$ cat config.mk
export PLATFORM = sky130hd
export DESIGN_NAME = vec_intc
export DESIGN_NICKNAME = d
export VERILOG_FILES = /design/src/rtl/intc_pkg.sv /design/src/rtl/intc_prio_regs.sv /design/src/rtl/intc_pending.sv /design/src/rtl/intc_arbiter.sv /design/src/rtl/vec_intc.sv
export SDC_FILE = /design/constraint.sdc
export NUM_CORES = 1
export LEC_CHECK = 0
export ABC_AREA = 1
export BUFFER_PORTS_ARGS = -buffer_cell sky130_fd_sc_hd__buf_2
export CAP_MARGIN = 20
export CORE_ASPECT_RATIO = 1.4
export CORE_MARGIN = 8
export CORE_UTILIZATION = 46
export CTS_BUF_LIST = sky130_fd_sc_hd__clkbuf_4 sky130_fd_sc_hd__clkbuf_8
export DETAILED_ROUTE_END_ITERATION = 8
export PLACE_DENSITY = 0.75
export RECOVER_POWER = 100
export SYNTH_ARGS = -nofsm -noshare
export SYNTH_HDL_FRONTEND = slang
export SYNTH_SLANG_ARGS = --single-unit
$ cat constraint.sdc
create_clock -name clk -period 7.66 [get_ports clk]
set_input_delay 0.766 -clock clk [delete_from_list [all_inputs] [get_ports clk]]
set_output_delay 0.766 -clock clk [all_outputs]
set_load 0.005 [all_outputs]
$ cat src/rtl/intc_pkg.sv
// Package: shared constants, source indices, code map and arbitration
// candidate type for the vectored interrupt controller.
package intc_pkg;

    localparam int NUM_SRC  = 41;
    localparam int NUM_EXT  = 15;
    localparam int IDX_W    = $clog2(NUM_SRC);
    localparam int PRIO_W   = 5;
    localparam int CODE_W   = 12;
    localparam int REG_W    = 16;
    localparam int OFF_W    = 12;
    localparam int NIB_W    = 4;

    // Source indices (order sets the tie-break)
    localparam int SRC_NMI   = 15;
    localparam int SRC_DBG   = 16;
    localparam int SRC_PORT  = 17;
    localparam int SRC_DMA0  = 18;
    localparam int SRC_TMR0  = 23;
    localparam int SRC_RTC0  = 27;
    localparam int SRC_SER0  = 30;
    localparam int SRC_FIFO0 = 34;
    localparam int SRC_WDG   = 38;
    localparam int SRC_RFC0  = 39;

    localparam logic [PRIO_W-1:0] NMI_LVL = PRIO_W'(16);

    // Register offsets within the 12-bit decoded window
    localparam logic [OFF_W-1:0] OFF_CTRL = 12'h000;
    localparam logic [OFF_W-1:0] OFF_PRA  = 12'h004;
    localparam logic [OFF_W-1:0] OFF_PRB  = 12'h008;
    localparam logic [OFF_W-1:0] OFF_PRC  = 12'h00C;

    typedef struct packed {
        logic              vld;
        logic [PRIO_W-1:0] lvl;
        logic [IDX_W-1:0]  idx;
    } cand_t;

    // Computes the fixed exception code of a source index.
    function automatic logic [CODE_W-1:0] src_code(input logic [IDX_W-1:0] idx);
        int i;
        int v;
        i = int'(idx);
        if (i < NUM_EXT)            v = 'h200 + 'h20 * i;
        else if (i == SRC_NMI)      v = 'h1C0;
        else if (i < SRC_DMA0)      v = 'h600 + 'h20 * (i - SRC_DBG);
        else if (i < SRC_TMR0)      v = 'h640 + 'h20 * (i - SRC_DMA0);
        else if (i < SRC_FIFO0)     v = 'h400 + 'h20 * (i - SRC_TMR0);
        else if (i < SRC_WDG)       v = 'h700 + 'h20 * (i - SRC_FIFO0);
        else                        v = 'h560 + 'h20 * (i - SRC_WDG);
        return CODE_W'(v);
    endfunction

endpackage

$ cat src/rtl/intc_prio_regs.sv
// Module: priority register file. Holds the control and three priority
// registers, decodes the low address bits, and fans each nibble out to its
// source group. Assumes single-cycle write strobes; reads are combinational.
module intc_prio_regs
    import intc_pkg::*;
#(
    parameter int ADDR_W = 16
) (
    input  logic                            clk,
    input  logic                            rst_n,
    input  logic                            wr_en,
    input  logic [ADDR_W-1:0]               addr,
    input  logic [REG_W-1:0]                wdata,
    output logic [REG_W-1:0]                rdata,
    output logic [NUM_SRC-1:0][PRIO_W-1:0]  prio_o
);

    logic [OFF_W-1:0] off;
    logic [REG_W-1:0] ctrl_q, pra_q, prb_q, prc_q;
    logic             unused_hi;

    assign off       = addr[OFF_W-1:0];
    assign unused_hi = ^addr[ADDR_W-1:OFF_W];

    // Store writes to the four decoded offsets.
    always_ff @(posedge clk) begin
        if (!rst_n) begin
            ctrl_q <= '0;
            pra_q  <= '0;
            prb_q  <= '0;
            prc_q  <= '0;
        end else if (wr_en) begin
            case (off)
                OFF_CTRL: ctrl_q <= wdata;
                OFF_PRA:  pra_q  <= wdata;
                OFF_PRB:  prb_q  <= wdata;
                OFF_PRC:  prc_q  <= wdata;
                default:  ;
            endcase
        end
    end

    // Return the stored value of the addressed register.
    always_comb begin
        case (off)
            OFF_CTRL: rdata = ctrl_q;
            OFF_PRA:  rdata = pra_q;
            OFF_PRB:  rdata = prb_q;
            OFF_PRC:  rdata = prc_q;
            default:  rdata = '0;
        endcase
    end

    // Build per-source levels from fixed values and register nibbles.
    always_comb begin
        for (int i = 0; i < NUM_SRC; i++) prio_o[i] = '0;
        for (int i = 0; i < NUM_EXT; i++) prio_o[i] = PRIO_W'(NUM_EXT - i);
        prio_o[SRC_NMI] = NMI_LVL;
        prio_o[SRC_TMR0]     = {1'b0, pra_q[15:12]};
        prio_o[SRC_TMR0 + 1] = {1'b0, pra_q[11:8]};
        for (int i = 2; i < 4; i++) prio_o[SRC_TMR0 + i] = {1'b0, pra_q[7:4]};
        for (int i = 0; i < 3; i++) prio_o[SRC_RTC0 + i] = {1'b0, pra_q[3:0]};
        prio_o[SRC_WDG] = {1'b0, prb_q[15:12]};
        for (int i = 0; i < 2; i++) prio_o[SRC_RFC0 + i] = {1'b0, prb_q[11:8]};
        for (int i = 0; i < 4; i++) prio_o[SRC_SER0 + i] = {1'b0, prb_q[7:4]};
        prio_o[SRC_PORT] = {1'b0, prc_q[15:12]};
        for (int i = 0; i < 5; i++) prio_o[SRC_DMA0 + i]  = {1'b0, prc_q[11:8]};
        for (int i = 0; i < 4; i++) prio_o[SRC_FIFO0 + i] = {1'b0, prc_q[7:4]};
        prio_o[SRC_DBG] = {1'b0, prc_q[3:0]};
    end

endmodule

$ cat src/rtl/intc_pending.sv
// Module: pending bitmap. Sets a flag on a raise when the source's level is
// non-zero, clears it on a clear strobe (clear wins). Assumes strobes are
// one cycle wide; repeated raises are idempotent.
module intc_pending
    import intc_pkg::*;
(
    input  logic                            clk,
    input  logic                            rst_n,
    input  logic [NUM_SRC-1:0]              raise_i,
    input  logic [NUM_SRC-1:0]              clear_i,
    input  logic [NUM_SRC-1:0][PRIO_W-1:0]  prio_i,
    output logic [NUM_SRC-1:0]              pend_o
);

    logic [NUM_SRC-1:0] en;
    logic [NUM_SRC-1:0] pend_q;

    // Flag sources that currently have a non-zero level.
    always_comb begin
        for (int i = 0; i < NUM_SRC; i++) en[i] = |prio_i[i];
    end

    // Update the bitmap: enabled raises set, clears reset with precedence.
    always_ff @(posedge clk) begin
        if (!rst_n) pend_q <= '0;
        else        pend_q <= (pend_q | (raise_i & en)) & ~clear_i;
    end

    assign pend_o = pend_q;

    assert_masked_raise_R8: assert property (@(posedge clk) disable iff (!rst_n)
        (|(raise_i & ~en & ~pend_q)) |=> ((pend_q & $past(raise_i & ~en & ~pend_q)) == '0));

    assert_clear_wins_R12: assert property (@(posedge clk) disable iff (!rst_n)
        (|clear_i) |=> ((pend_q & $past(clear_i)) == '0));

    assert_no_silent_drop_R11: assert property (@(posedge clk) disable iff (!rst_n)
        (|(pend_q & ~clear_i)) |=>
            ((pend_q & $past(pend_q & ~clear_i)) == $past(pend_q & ~clear_i)));

endmodule

$ cat src/rtl/intc_arbiter.sv
// Module: combinational priority-select tree over the pending bitmap.
// Leaves are padded to a power of two; the left child (lower indices) wins
// ties, giving a fixed lowest-index tie-break.
module intc_arbiter
    import intc_pkg::*;
(
    input  logic [NUM_SRC-1:0]              pend_i,
    input  logic [NUM_SRC-1:0][PRIO_W-1:0]  prio_i,
    output logic                            win_vld,
    output logic [PRIO_W-1:0]               win_lvl,
    output logic [IDX_W-1:0]                win_idx
);

    localparam int LEAVES = 1 << $clog2(NUM_SRC);
    localparam int NODES  = 2 * LEAVES - 1;

    cand_t node [NODES];

    // Choose between two candidates; the left one keeps ties.
    function automatic cand_t pick(input cand_t l, input cand_t r);
        if (r.vld && (!l.vld || (r.lvl > l.lvl))) return r;
        return l;
    endfunction

    for (genvar i = 0; i < LEAVES; i++) begin : g_leaf
        if (i < NUM_SRC) begin : g_real
            assign node[LEAVES - 1 + i] = '{vld: pend_i[i], lvl: prio_i[i], idx: IDX_W'(i)};
        end else begin : g_pad
            assign node[LEAVES - 1 + i] = '{vld: 1'b0, lvl: '0, idx: '0};
        end
    end

    for (genvar k = 0; k < LEAVES - 1; k++) begin : g_node
        assign node[k] = pick(node[2*k + 1], node[2*k + 2]);
    end

    assign win_vld = node[0].vld;
    assign win_lvl = node[0].lvl;
    assign win_idx = node[0].idx;

endmodule

$ cat src/rtl/vec_intc.sv
// Module: top of the vectored interrupt controller. Registers the request
// and the selected code one cycle after arbitration, and latches the code
// on the CPU accept strobe. Assumes mask and block come from the CPU status.
module vec_intc
    import intc_pkg::*;
#(
    parameter int ADDR_W = 16
) (
    input  logic                clk,
    input  logic                rst_n,
    input  logic [ADDR_W-1:0]   reg_addr,
    input  logic [REG_W-1:0]    reg_wdata,
    input  logic                reg_we,
    output logic [REG_W-1:0]    reg_rdata,
    input  logic [NUM_SRC-1:0]  src_raise,
    input  logic [NUM_SRC-1:0]  src_clear,
    input  logic [NIB_W-1:0]    cpu_mask,
    input  logic                cpu_block,
    input  logic                int_accept,
    output logic                irq_req,
    output logic [CODE_W-1:0]   int_code
);

    logic [NUM_SRC-1:0][PRIO_W-1:0] prio;
    logic [NUM_SRC-1:0]             pending;
    logic                           win_vld;
    logic [PRIO_W-1:0]              win_lvl;
    logic [IDX_W-1:0]               win_idx;
    logic                           req_q;
    logic [CODE_W-1:0]              sel_code_q, code_q;

    intc_prio_regs #(.ADDR_W(ADDR_W)) regs_i (
        .clk(clk), .rst_n(rst_n), .wr_en(reg_we), .addr(reg_addr),
        .wdata(reg_wdata), .rdata(reg_rdata), .prio_o(prio)
    );

    intc_pending pend_i (
        .clk(clk), .rst_n(rst_n), .raise_i(src_raise), .clear_i(src_clear),
        .prio_i(prio), .pend_o(pending)
    );

    intc_arbiter arb_i (
        .pend_i(pending), .prio_i(prio),
        .win_vld(win_vld), .win_lvl(win_lvl), .win_idx(win_idx)
    );

    // Register the request decision and the winner's code.
    always_ff @(posedge clk) begin
        if (!rst_n) begin
            req_q      <= 1'b0;
            sel_code_q <= '0;
        end else begin
            req_q      <= win_vld && !cpu_block && ({1'b0, cpu_mask} < win_lvl);
            sel_code_q <= win_vld ? src_code(win_idx) : '0;
        end
    end

    // Latch the selected code when the CPU accepts.
    always_ff @(posedge clk) begin
        if (!rst_n)          code_q <= '0;
        else if (int_accept) code_q <= sel_code_q;
    end

    assign irq_req  = req_q;
    assign int_code = code_q;

    assert_block_silences_R10: assert property (@(posedge clk) disable iff (!rst_n)
        cpu_block |=> !irq_req);

    assert_empty_silent_R10: assert property (@(posedge clk) disable iff (!rst_n)
        (pending == '0) |=> !irq_req);

    assert_top_mask_nmi_only_R7: assert property (@(posedge clk) disable iff (!rst_n)
        (cpu_mask == 4'hF && !pending[SRC_NMI]) |=> !irq_req);

    assert_code_holds_R11: assert property (@(posedge clk) disable iff (!rst_n)
        !int_accept |=> $stable(int_code));

endmodule

; ---- Word level (Yosys, flattened, before mapping)
; Index checks and enable logic that the tools add are counted.
[classes]
addsub = 11
mul = 0
div_mod_pow = 0
magnitude_cmp = 35
n_eq_ne = 4
n_shift = 0
n_mux = 127
n_bitwise = 4
n_reduce_logical = 130
[ops]
columns = cell, n
row1 = $mux 12, 86
row2 = $gt 5x5->1, 19
row3 = $and 41x41->41, 2
row4 = $pmux 16 s4, 1
row5 = $add 12x12->12 const A, 5
row6 = $reduce_or 4->1, 11
row7 = $logic_and 1x1->1, 41
row8 = $not 41->41, 1
row9 = $or 41x41->41, 1
row10 = $logic_not 1->1, 40
row11 = $mux 1, 40
row12 = $gt 4x4->1, 9
row13 = $logic_or 1x1->1, 32
row14 = $eq 12x4->1 const B, 2
row15 = $sub 6x5->7 const B, 3
row16 = $sub 6x6->7 const B, 2
row17 = $add 10x11->12 const A, 1
row18 = $eq 12x3->1 const B, 1
row19 = $logic_not 12->1, 1
row20 = $lt 6x5->1 const B, 2
row21 = $lt 6x6->1 const B, 2
row22 = $reduce_and 2->1, 5
row23 = $eq 6x5->1 const B, 1
row24 = $lt 6x4->1 const B, 1
row25 = other kinds (2), 2
[totals]
reg_bits = 130
latch_bits = 0
ramBits = 0
mem_bits_ro = 0
inputBits = 123
output_inout_bits = 29
word_cells = 319
memories = 0

; ---- Logic depth before layout (Yosys ltp)
; Gate-level depths: netlist of run 1.
[depth]
word_depth = 38
mapped_depth = 82
ltp_nobuf = 80

; ---- Hierarchy
; From an unflattened synthesis of run 1, not the netlist that was laid out.
[unflattened]
cells_unflattened = 3217
area_unflattened_um2 = 18582.8
[by_module_without_submodules]
columns = mod, instances, cells_each, area_each_um2, seq_area_each_um2
row1 = intc_arbiter, 1, 1724, 9330.2, 0.0
row2 = intc_prio_regs, 1, 851, 5225.0, 1281.2
row3 = intc_pending, 1, 415, 2514.9, 820.8
row4 = vec_intc, 1, 227, 1512.7, 300.3

; ---- Worst setup path before layout of run 1
; OpenSTA, ideal clock, no wires.
[synth_timing]
kind = register to register
from = register regs_i.pra_q[5]
to = register sel_code_q[9]
setup_time_ns = 0.070
arrival_ns = 8.124
required_ns = 7.590
path_slack_ns = -0.534
stages_incl_launch_ff = 76
n_path_buf = 2
synth_period_minus_slack_ns = 8.194
cell_sequence = dfxtp_1 > inv_1 > ha_1 > inv_1 > o21bai_1 > nand2_1 > nand2_1 > nand2_1 > nand2_1 > nand2_1 > o21ai_0 > ha_1 > a21oi_1 > nand3_1 > nand2_1 > nand2_1 > nand2_1 > o21ai_0 > (+40 left out) > nand2_8 > inv_2 > nand3_2 > nand2_4 > clkinv_2 > ha_1 > inv_1 > nand2_1 > nand2_2 > inv_1 > ha_1 > nand2_1 > nand2_1 > inv_1 > nand2_1 > nand2_1 > nand2_1 > a21oi_1
[synth_between]
elab_chain_len = 38
word_cells_on_any_way = 66
classes_between = add/sub (11) / order compare (12) / eq/ne (1) / mux (24) / reduce/logical (18)
[synth_rtl]
columns = element, line
row1 = start: declaration, intc_prio_regs.sv:19  ; logic [REG_W-1:0] ctrl_q, pra_q, prb_q, prc_q;
row2 = start signal: assignment, intc_prio_regs.sv:35  ; OFF_PRA: pra_q <= wdata;
row3 = $gt 4x4->1, intc_arbiter.sv:21  ; if (r.vld && (!l.vld || (r.lvl > l.lvl))) return r;
row4 = $logic_or 1x1->1, intc_arbiter.sv:21
row5 = $logic_and 1x1->1, intc_arbiter.sv:21
row6 = $mux 1, intc_arbiter.sv:21
row7 = $mux 12, intc_arbiter.sv:22  ; return l;
row8 = $gt 5x5->1 or $logic_not 1->1 (tied branches), intc_arbiter.sv:21
row9 = $logic_or 1x1->1, intc_arbiter.sv:21
row10 = $logic_and 1x1->1, intc_arbiter.sv:21
row11 = (+22 left out), -
row12 = $sub 6x6->7 (on tied branches), "intc_pkg.sv:51, intc_pkg.sv:50"
row13 = $add 12x12->12 (on tied branches), "intc_pkg.sv:51, intc_pkg.sv:50"
row14 = $mux 12, intc_pkg.sv:50  ; else if (i < SRC_WDG) v = 'h700 + 'h20 * (i - SRC_FIFO0);
row15 = $mux 12, intc_pkg.sv:49  ; else if (i < SRC_FIFO0) v = 'h400 + 'h20 * (i - SRC_TMR0);
row16 = $mux 12, intc_pkg.sv:48  ; else if (i < SRC_TMR0) v = 'h640 + 'h20 * (i - SRC_DMA0);
row17 = $mux 12, intc_pkg.sv:47  ; else if (i < SRC_DMA0) v = 'h600 + 'h20 * (i - SRC_DBG);
row18 = $mux 12, intc_pkg.sv:46  ; else if (i == SRC_NMI) v = 'h1C0;
row19 = $mux 12, intc_pkg.sv:45  ; if (i < NUM_EXT) v = 'h200 + 'h20 * i;
row20 = end signal: assignment, vec_intc.sv:54  ; sel_code_q <= win_vld ? src_code(win_idx) : '0;
row21 = end: declaration, vec_intc.sv:30  ; logic [CODE_W-1:0] sel_code_q, code_q;
; Every way passes the cells marked *; elsewhere a longest branch is shown, timed or not. The select of a mux whose other input is x is not followed.
; A chain may end at the register's enable or synchronous reset.

; ---- Worst setup path after layout of run 1
; Ends and elaborated chain as after synthesis.

==> reports/metrics.yaml, run 1 <==
synth:
  synthMuxAreaShare: 0
  synth_cell_types: 55
  avgSynthCellArea_sq_um: 6.80
  synth.area.top_cells: "dfxtp_1 (28%), ha_1 (12%), nand2_1 (10%), inv_1 (7.1%), o21ai_0 (6.8%)"
  yosys_warnings: 0
  synthAdderAreaFrac: 0.122
  synthCells: 1251
  synth_top_family_by_area: "simple AND/OR/NAND/NOR gates"
  seq_area_frac_synth: 0.282
  synth_area_sq_mm: 0.00851
  synth_top_area_share: 0.282
  synth-compound-area-share: 0.203
  ys_seq_elements: 120
  synth_xor_area_frac: 0.00206
  synth-simple-area-share: 0.293
  yosysTopAreaCell: "dfxtp_1"
timing:
  slew_headroom: -0.794
  min_period_ns: 8.03
  timing.final.crit_share: 1.05
  finalWorstSetupSlack_ns: -0.370
  rsz0062_at_grt: "true"
  setup_viol: 8
  fmax_ghz: 0.125
  hold_violations: 0
  clock_skew_ns: 0.0102
  worstMarginPinSlew_ns: 2.69
  final-max-slew-violation-count: 58
power:
  leakage_nw: 5.60
  power_density_mw_per_mm2: 131
  peakVddDrop_mv: 0.0947
clock_network:
  worstSkewPairLatency_ns: 0.49
  cts_root_buf: "clkbuf_8"
  cts_max_path_buffers: 2
  cts.clk_slew.worst_paths_ns: 0.08
  cts_tree: "yes"
  cts_hold_buffers: 0
  cts_sinks: 120
  cts_made_buffers: 17
  h-tree-depth: 4
critical_path:
  startpoint_type: "flip-flop"
  r2r-start: "regs_i.pra_q[5]"
  r2r-end: "sel_code_q[9]"
  slowest_stage: "dfxtp_4"
  crit_path_end_kind: "flip-flop"
  r2r_slack_ns: -0.37
  reg2regPathDepth: 73
  path_class: "flip-flop to flip-flop"
  max_stage_delay_ns: 0.37
  worstPathMaxFanout: 7
  cp_data_arrival_time_ns: 8.45
  crit_required_ns: 8.08
  cpMostUsedCell: "nand2_1"
finish:
  fin_cells: 1836
  mostFrequentLayoutCells: "buf_4 (186), nand2_1 (184), inv_1 (139), buf_2 (124), nor2_1 (122)"
  n_fill_cell: 1490
  syn_to_final_growth_pct: 44.5
  layout_commonest_cell: "buf_4"
  final_util: 0.669
  final_cell_area_sq_mm: 0.0123
  layout-drive-gt1-share: 0.359
  final_nets: 1785
  num_antenna_cells: 0
detailed_routing:
  drc: 0
  wire_per_inst_um: 17.5
  via_per_inst: 5.51
  drt_wl_total_um: 32100
  drt_iter0_markers: 697
  vias: 10119
  ant_nets: 0
  firstDrtPassIters: 7
floorplan:
  fp.dieArea_sq_mm: 0.0232
  die_x_um: 131
  start_util: 0.463
  fp.dieH_um: 177
  num_rows: 59
  num_io_pins: 152
  coreArea_sq_mm: 0.0184
place:
  post-place-cells: 1756
  gp_congestion: 0.990
  dp_slack_ns: -0.668
  placed_area_sq_mm: 0.0106
  hpwl_um: 22400
  numPortBuffers: 142
global_route:
  grt_max_degree: 58
  grt_pass1_vias: 9683
  grt-ovfl-total: 0
  antenna_found_initial: 0
  grtUsageTotal: 0.250
  grt_pass1_wl_um: 45400
min_path:
  worstHoldPathCells: 2
  hold_class: "input pin to flip-flop"
  hp-start: "src_clear[11]"
  worstHoldEndpoint: "pend_i.pend_o[11]"
run_status:
  status: "finished with violations"
  violations: "max-capacitance violations, max-slew violations, negative setup slack"
run:
  drv_cap: 1
worst max-delay path by stage:
stage,start,slack [ns],cells past startpoint,to
3_3_place_gp,regs_i.pra_q[6],-0.47,70,sel_code_q[9]
4_1_cts,regs_i.pra_q[5],-0.13,77,sel_code_q[9]
2_1_floorplan,regs_i.pra_q[5],0.01,78,sel_code_q[9]
6_report,regs_i.pra_q[5],-0.37,73,sel_code_q[9]
5_1_grt,regs_i.pra_q[11],-0.87,78,sel_code_q[9]
3_5_place_dp,regs_i.prc_q[1],-0.67,66,sel_code_q[9]
worst max-delay path: cells and delay by family (launching register included):
kind / cells / cell delay (ns)
simple gates: 41 / 3.50
fa+ha+maj: 7 / 1.57
compound gates: 12 / 1.50
buf+inv: 13 / 0.99
flops: 1 / 0.37
layout make-up:
cell class | instances | area, sq um | share of cell area
clock inverters | 13 | 170 | 0.0138
inverters | 176 | 693 | 0.0564
repair inverters | 1 | 7.51 | 0.000611
flip-flops and latches | 120 | 2420 | 0.197
repair buffers | 338 | 2190 | 0.178
clock buffers | 19 | 255 | 0.0208
well taps | 244 | 305 | 0.0248
multi-input cells | 925 | 6250 | 0.508
stage by stage:
step / hold slack, ns / setup TNS, ns / power, mW
6_report: 0.423 / -2.27 / 1.61
3_3_place_gp: 0.433 / -3.05 / 0.935
3_5_place_dp: 0.441 / -4.72 / 0.939
4_1_cts: 0.431 / -0.325 / 1.59
2_1_floorplan: 0.425 / 0 / 0.811
5_1_grt: 0.433 / -6.29 / 1.68
synthesized netlist by cell type, drive strengths merged:
library cell    n
a211oi         46
or2             6
a22oi           1
a31o            1
and3b           1
nand2         249
o31ai           1
a31oi           1
ha             83
o211ai          3
o21bai          3
o2111ai         1
a2111oi         1
nand3b          3
a221o           7
inv           172
nand3          53
o21a            1
and2            1
nand4          35
dfxtp         120
nor4            2
clkbuf         26
buf            10
a21o            3
o22ai          20
o21ai         123
clkinv          4
conb            1
nor3           44
nor2          142
a21oi          85
xor2            2
sequential cells by signal (all words and copies together), names as in the netlist:
name,cells
regs_i.pra_q,16
sel_code_q,7
int_code,7
irq_req,1
regs_i.prb_q,16
regs_i.prc_q,16
pend_i.pend_o,41
regs_i.ctrl_q,16
per-layer routing:
layer	up-vias	global-route usage	wire [um]
met5	-	0	0
met4	0	0.179	2150
met1	4650	0.250	11400
met3	169	0.0356	1710
met2	417	0.458	16800
li1	4883	-	-
where the power goes:
group	switching, mW	internal, mW
clock	0.305	0.337
sequential	0.00581	0.632
combinational	0.179	0.152
total	0.491	1.12
timing repair:
item | in CTS | in global routing
pin swaps | 51 | 92
setup endpoints to repair | 8 | 8
gates resized for setup | 101 | 157
gates cloned | 3 | 0
buffers inserted | 22 | 23
cells by family after synthesis:
| kind of cell | count (synthesis) |
|---|---|
| adder cells (fa/ha/maj) | 83 |
| flip-flops | 120 |
| other | 1 |
| AND/OR/NAND/NOR | 536 |
| XOR/XNOR | 2 |
| buffers and inverters | 212 |
| AO/OA/AOI/OAI | 297 |
Note: power is estimated with default switching activity, not from simulation.
==> inputs of run 2 (changes only) <==
--- a/config.mk
+++ b/config.mk
@@ -8,12 +8,12 @@
 export ABC_AREA = 1
 export BUFFER_PORTS_ARGS = -buffer_cell sky130_fd_sc_hd__buf_2
 export CAP_MARGIN = 20
-export CORE_ASPECT_RATIO = 1.4
+export CORE_ASPECT_RATIO = 0.9
 export CORE_MARGIN = 8
 export CORE_UTILIZATION = 46
 export CTS_BUF_LIST = sky130_fd_sc_hd__clkbuf_4 sky130_fd_sc_hd__clkbuf_8
 export DETAILED_ROUTE_END_ITERATION = 8
-export PLACE_DENSITY = 0.75
+export PLACE_DENSITY = 0.73
 export RECOVER_POWER = 100
 export SYNTH_ARGS = -nofsm -noshare
 export SYNTH_HDL_FRONTEND = slang
==> constraint.sdc (replaced) <==
create_clock -name clk -period 10.25 [get_ports clk]
set_input_delay 1.025 -clock clk [delete_from_list [all_inputs] [get_ports clk]]
set_output_delay 1.025 -clock clk [all_outputs]
set_load 0.005 [all_outputs]
==> reports/metrics.yaml, run 2 (same netlist as run 1, synthesis figures left out) <==
detailed_routing:
  via_per_inst: 5.34  # -3.1%
  drt_wl_total_um: 24800  # -23%
  drc: 0  # unchanged
  vias: 8788  # -13%
  wire_per_inst_um: 15.1  # -14%
  ant_nets: 0  # unchanged
  firstDrtPassIters: 5  # -2
  drt_iter0_markers: 620  # -11%
finish:
  n_fill_cell: 1854  # +24%
  layout-drive-gt1-share: 0.172  # -0.187
  final_nets: 1595  # -11%
  largest_reg_flops: 41  # unchanged
  num_antenna_cells: 0  # unchanged
  final_util: 0.542  # -0.126
  mostFrequentLayoutCells: "nand2_1 (224), inv_1 (158), nor2_1 (127), buf_2 (124), dfxtp_1 (117)"
  syn_to_final_growth_pct: 16.2
  layout_commonest_cell: "nand2_1"
critical_path:
  cp_data_arrival_time_ns: 9.52  # +1.07 ns
  r2r_slack_ns: 1.09  # +1.46 ns
  worstPathMaxFanout: 16  # +9
  path_class: "flip-flop to flip-flop"
  cpMostUsedCell: "nand2_1"
  crit_required_ns: 10.61  # +2.53 ns
  slowest_stage: "dfxtp_1"
  max_stage_delay_ns: 0.42  # +0.05 ns
  crit_path_end_kind: "flip-flop"
  startpoint_type: "flip-flop"
floorplan:
  fp.dieH_um: 145  # -18%
  die_x_um: 159  # +22%
  num_rows: 47  # -20%
  num_io_pins: 152  # unchanged
  start_util: 0.467  # +0.00384
  coreArea_sq_mm: 0.0182  # -0.82%
  fp.dieArea_sq_mm: 0.0231  # -0.24%
power:
  peakVddDrop_mv: 0.0663  # -30%
  switching_power_mw: 0.310  # -37%
  power_density_mw_per_mm2: 114  # -13%
  seqPwrFrac: 0.426  # +0.030
  pwr-share-clk: 0.418  # +0.019
  switching_share: 0.276  # -0.0287
  leakage_nw: 4.60  # -18%
  finalPower_mw: 1.12  # -30%
  p_int_mw: 0.813  # -27%
  combPwrFrac: 0.156  # -0.050
timing:
  slew_headroom: -0.799  # -0.00487
  min_period_ns: 9.16  # +1.13 ns
  setup_viol: 0  # -8
  hold_violations: 0  # unchanged
  rsz0062_at_grt: "false"
  clock_skew_ns: 0.0175  # +0.00726 ns
  finalWorstSetupSlack_ns: 1.09  # +1.46 ns
  setup_tns_ns: 0  # +2.27 ns
  timing.final.crit_share: 0.894  # -0.155
  worstMarginPinSlew_ns: 2.70  # +0.00731 ns
  final-max-slew-violation-count: 59  # +1.7%
  holdWs_ns: 0.454  # +0.0312 ns
  fmax_ghz: 0.109  # -12%
clock_network:
  worstSkewPairLatency_ns: 0.45  # -0.04 ns
  cts.clk_slew.worst_paths_ns: 0.08  # about the same
  cts_sinks: 120  # unchanged
  h-tree-depth: 4  # unchanged
  cts_tree: "yes"
  cts_root_buf: "clkbuf_8"
  cts_made_buffers: 17  # unchanged
  cts_max_path_buffers: 2  # unchanged
place:
  gp_congestion: 0.898  # -9.3%
  numPortBuffers: 142  # unchanged
  hpwl_um: 19500  # -13%
  dp_slack_ns: 0.387  # +1.05 ns
global_route:
  grtUsageTotal: 0.208  # -0.0416
  grt_max_degree: 59  # +1.7%
  grt_pass1_wl_um: 40000  # -12%
  grt_pass1_vias: 8122  # -16%
  antenna_found_initial: 0  # unchanged
  grt-ovfl-total: 0  # unchanged
run_status:
  status: "finished with violations"
  violations: "max-capacitance violations, max-slew violations"
min_path:
  hold_class: "flip-flop to flip-flop"
run:
  drv_cap: 1  # unchanged
-- run 2: cell types whose count changed in the layout (fill, tap and decap cells not counted), sizes merged --
cell	before	now
nand2	251	249
clkinvlp	4	2
buf	318	132
inv	175	172
clkbuf	39	43
clkinv	8	6
-- run 2: layout make-up --
cell class,instances,area (sq um),area share
clock buffer,24,312,0.0315
timing repair buffer,151,748,0.0757
tap,245,307,0.0310
clock inverter,7,116,0.0118
inverter,176,671,0.0679
sequential,120,2410,0.243
multi-input combinational,923,5320,0.539
-- run 2: final timing paths --
check	endpoint	cells past startpoint	start
setup / recovery	sel_code_q[9]	74	regs_i.pra_q[7]
setup reg to reg	sel_code_q[9]	74	regs_i.pra_q[7]
hold / removal	regs_i.ctrl_q[2]	2	regs_i.ctrl_q[2]
hold reg to reg	regs_i.ctrl_q[2]	2	regs_i.ctrl_q[2]
-- run 2: worst max-delay path: cells and delay by family, from the launching register on --
| family | cells | cell delay (ns) |
|---|---|---|
| AO/OA/AOI/OAI | 9 | 1.08 |
| adder cells (fa/ha/maj) | 8 | 2.40 |
| buffers and inverters | 13 | 1.49 |
| flip-flops | 1 | 0.42 |
| AND/OR/NAND/NOR | 44 | 3.66 |
-- run 2: routing by layer --
metal / vias up / part of all wire / track usage
li1: 4506 / - / -
met1: 3952 / 0.47 / 0.274
met2: 286 / 0.45 / 0.334
met3: 44 / 0.066 / 0.0518
met4: 0 / 0.018 / 0.0547
met5: - / 0 / 0
-- run 2: power groups by stage --
stage / clock network, mW / registers (mW) / logic (mW)
floorplan: 0 / 0.488 / 0.116
global placement: 0 / 0.488 / 0.170
detailed placement: 0 / 0.489 / 0.171
CTS: 0.479 / 0.478 / 0.172
global route: 0.499 / 0.479 / 0.197
finish: 0.470 / 0.478 / 0.175
-- run 2: timing repair --
action                                  CTS  global route
setup buffers                             0             4
resized for setup                         0            33
hold buffers                              0             0
endpoints found under the setup margin    0             8
endpoints found under the hold margin     0             0
-- run 2: per-stage QoR --
step           area, sq um  cells
4_1_cts               9830   1641
6_report              9880   1646
5_1_grt               9880   1646
2_1_floorplan         8520   1255
3_5_place_dp          9400   1610
3_3_place_gp          9400   1610
==> inputs of run 3 (changes only) <==
--- a/config.mk
+++ b/config.mk
@@ -14,7 +14,7 @@
 export CTS_BUF_LIST = sky130_fd_sc_hd__clkbuf_4 sky130_fd_sc_hd__clkbuf_8
 export DETAILED_ROUTE_END_ITERATION = 8
 export PLACE_DENSITY = 0.73
-export RECOVER_POWER = 100
+export RECOVER_POWER = 25
 export SYNTH_ARGS = -nofsm -noshare
 export SYNTH_HDL_FRONTEND = slang
 export SYNTH_SLANG_ARGS = --single-unit
==> reports/metrics.yaml, run 3 (same netlist as run 1, synthesis figures left out) <==
run_status:
  status: "completed"
clock_network:
  cts_sinks: 120  # unchanged
  cts_hold_buffers: 0  # unchanged
  h-tree-depth: 4  # unchanged
  cts_root_buf: "clkbuf_8"
  cts_made_buffers: 17  # unchanged
  cts_max_path_buffers: 2  # unchanged
  cts.clk_slew.worst_paths_ns: 0.08  # about the same
  cts_tree: "yes"
  worstSkewPairLatency_ns: 0.45  # about the same
critical_path:
  r2r-start: "regs_i.pra_q[7]"
  slowest_stage: "dfxtp_1"
  worstPathMaxFanout: 16  # unchanged
  cpMostUsedCell: "nand2_1"
  startpoint_type: "flip-flop"
  startpoint: "regs_i.pra_q[7]"
  cp_data_arrival_time_ns: 9.58  # +0.06 ns
  path_class: "flip-flop to flip-flop"
  max_stage_delay_ns: 0.42  # about the same
  r2r-end: "sel_code_q[9]"
  r2r_slack_ns: 1.04  # -0.05 ns
  crit_path_end_kind: "flip-flop"
  critPathCapture: "sel_code_q[9]"
  reg2regPathDepth: 76  # +2.7%
  crit_required_ns: 10.61  # about the same
power:
  finalPower_mw: 1.12  # about the same
  leakage_nw: 4.68  # +1.8%
  power_density_mw_per_mm2: 113  # -0.45%
  peakVddDrop_mv: 0.0663  # about the same
detailed_routing:
  drc: 0  # unchanged
  firstDrtPassIters: 5  # unchanged
  ant_nets: 0  # unchanged
  vias: 8792  # +0.046%
  via_per_inst: 5.34  # about the same
  wire_per_inst_um: 15.1  # +0.19%
  drt_iter0_markers: 564  # -9.0%
  drt_wl_total_um: 24900  # +0.19%
finish:
  num_antenna_cells: 0  # unchanged
  largest_reg_flops: 41  # unchanged
  layout-drive-gt1-share: 0.186  # +0.0136
  layout_commonest_cell: "nand2_1"
  final_nets: 1595  # unchanged
  mostFrequentLayoutCells: "nand2_1 (224), inv_1 (158), buf_2 (140), nor2_1 (127), dfxtp_1 (117)"
  syn_to_final_growth_pct: 16.8
  n_fill_cell: 1837  # -0.92%
global_route:
  grt-ovfl-total: 0  # unchanged
  antenna_found_initial: 0  # unchanged
  grt_pass1_vias: 8122  # unchanged
  grt_max_degree: 59  # unchanged
  grt_pass1_wl_um: 40000  # unchanged
  grtUsageTotal: 0.208  # unchanged
timing:
  worstMarginPinSlew_ns: 1.31  # -1.39 ns
  slew_headroom: 0.129  # +0.927
  final-max-slew-violation-count: 0  # -100%
  setup_viol: 0  # unchanged
  hold_violations: 0  # unchanged
  clock_skew_ns: 0.0159  # -0.00162 ns
  setup_tns_ns: 0  # unchanged
  finalWorstSetupSlack_ns: 1.04  # -0.0532 ns
  timing.final.crit_share: 0.899  # +0.00519
  fmax_ghz: 0.109  # -0.58%
  min_period_ns: 9.21  # +0.0532 ns
floorplan:
  num_rows: 47  # unchanged
  die_x_um: 159  # unchanged
  fp.dieArea_sq_mm: 0.0231  # unchanged
  fp.dieH_um: 145  # unchanged
  start_util: 0.467  # unchanged
  num_io_pins: 152  # unchanged
  coreArea_sq_mm: 0.0182  # unchanged
place:
  gp_congestion: 0.898  # unchanged
  dp_slack_ns: 0.387  # unchanged
  hpwl_um: 19500  # unchanged
  numPortBuffers: 142  # unchanged
min_path:
  hold_class: "flip-flop to flip-flop"
  hp-start: "regs_i.ctrl_q[1]"
run:
  drv_cap: 0  # -1
[run 3: report_power, final]
part           total, mW  internal (mW)  switching (mW)
logic              0.176         0.0673           0.109
registers          0.478          0.473         0.00438
clock network      0.470          0.273           0.197
[run 3: worst min-delay path by stage]
| stage | endpoint | depth (start not counted) |
|---|---|---|
| floorplan | regs_i.ctrl_q[10] | 2 |
| global placement | regs_i.ctrl_q[4] | 2 |
| detailed placement | int_code[7] | 2 |
| CTS | regs_i.ctrl_q[10] | 2 |
| global route | int_code[6] | 2 |
| finish | regs_i.ctrl_q[1] | 2 |
[run 3: cell type report]
cell class	instances	area, sq um	share of cell area
Multi-Input combinational cell	923	5340	0.538
Clock buffer	24	312	0.0314
Clock inverter	7	116	0.0117
Timing Repair Buffer	151	779	0.0785
Sequential cell	120	2410	0.242
Inverter	176	671	0.0675
Tap cell	245	307	0.0309
[run 3: stage by stage]
| stage | area (sq um) | hold WS (ns) | instances | utilization |
|---|---|---|---|---|
| floorplan | 8520 | 0.425 | 1255 | - |
| global placement | 9400 | 0.434 | 1610 | 0.516 |
| detailed placement | 9400 | 0.442 | 1610 | 0.516 |
| CTS | 9830 | 0.454 | 1641 | 0.539 |
| global route | 9930 | 0.478 | 1646 | 0.545 |
| finish | 9930 | 0.454 | 1646 | 0.545 |
[run 3: timing repair]
action / in CTS / in global routing
setup buffers: 0 / 4
endpoints found under the setup margin: 0 / 8
resized for setup: 0 / 33
[run 3: per-layer routing]
| metal | vias up | track usage | wire [um] |
|---|---|---|---|
| met4 | 0 | 0.0547 | 398 |
| met1 | 3960 | 0.274 | 11500 |
| met3 | 36 | 0.0518 | 1700 |
| li1 | 4509 | - | - |
| met5 | - | 0 | 0 |
| met2 | 287 | 0.334 | 11300 |
[run 3: critical path, delay by kind of cell, from the launching register on]
family / cells / cell delay [ns]
AND/OR/NAND/NOR: 45 / 3.74
AO/OA/AOI/OAI: 9 / 1.09
buffers and inverters: 14 / 1.56
flip-flops: 1 / 0.42
adder cells (fa/ha/maj): 8 / 2.32
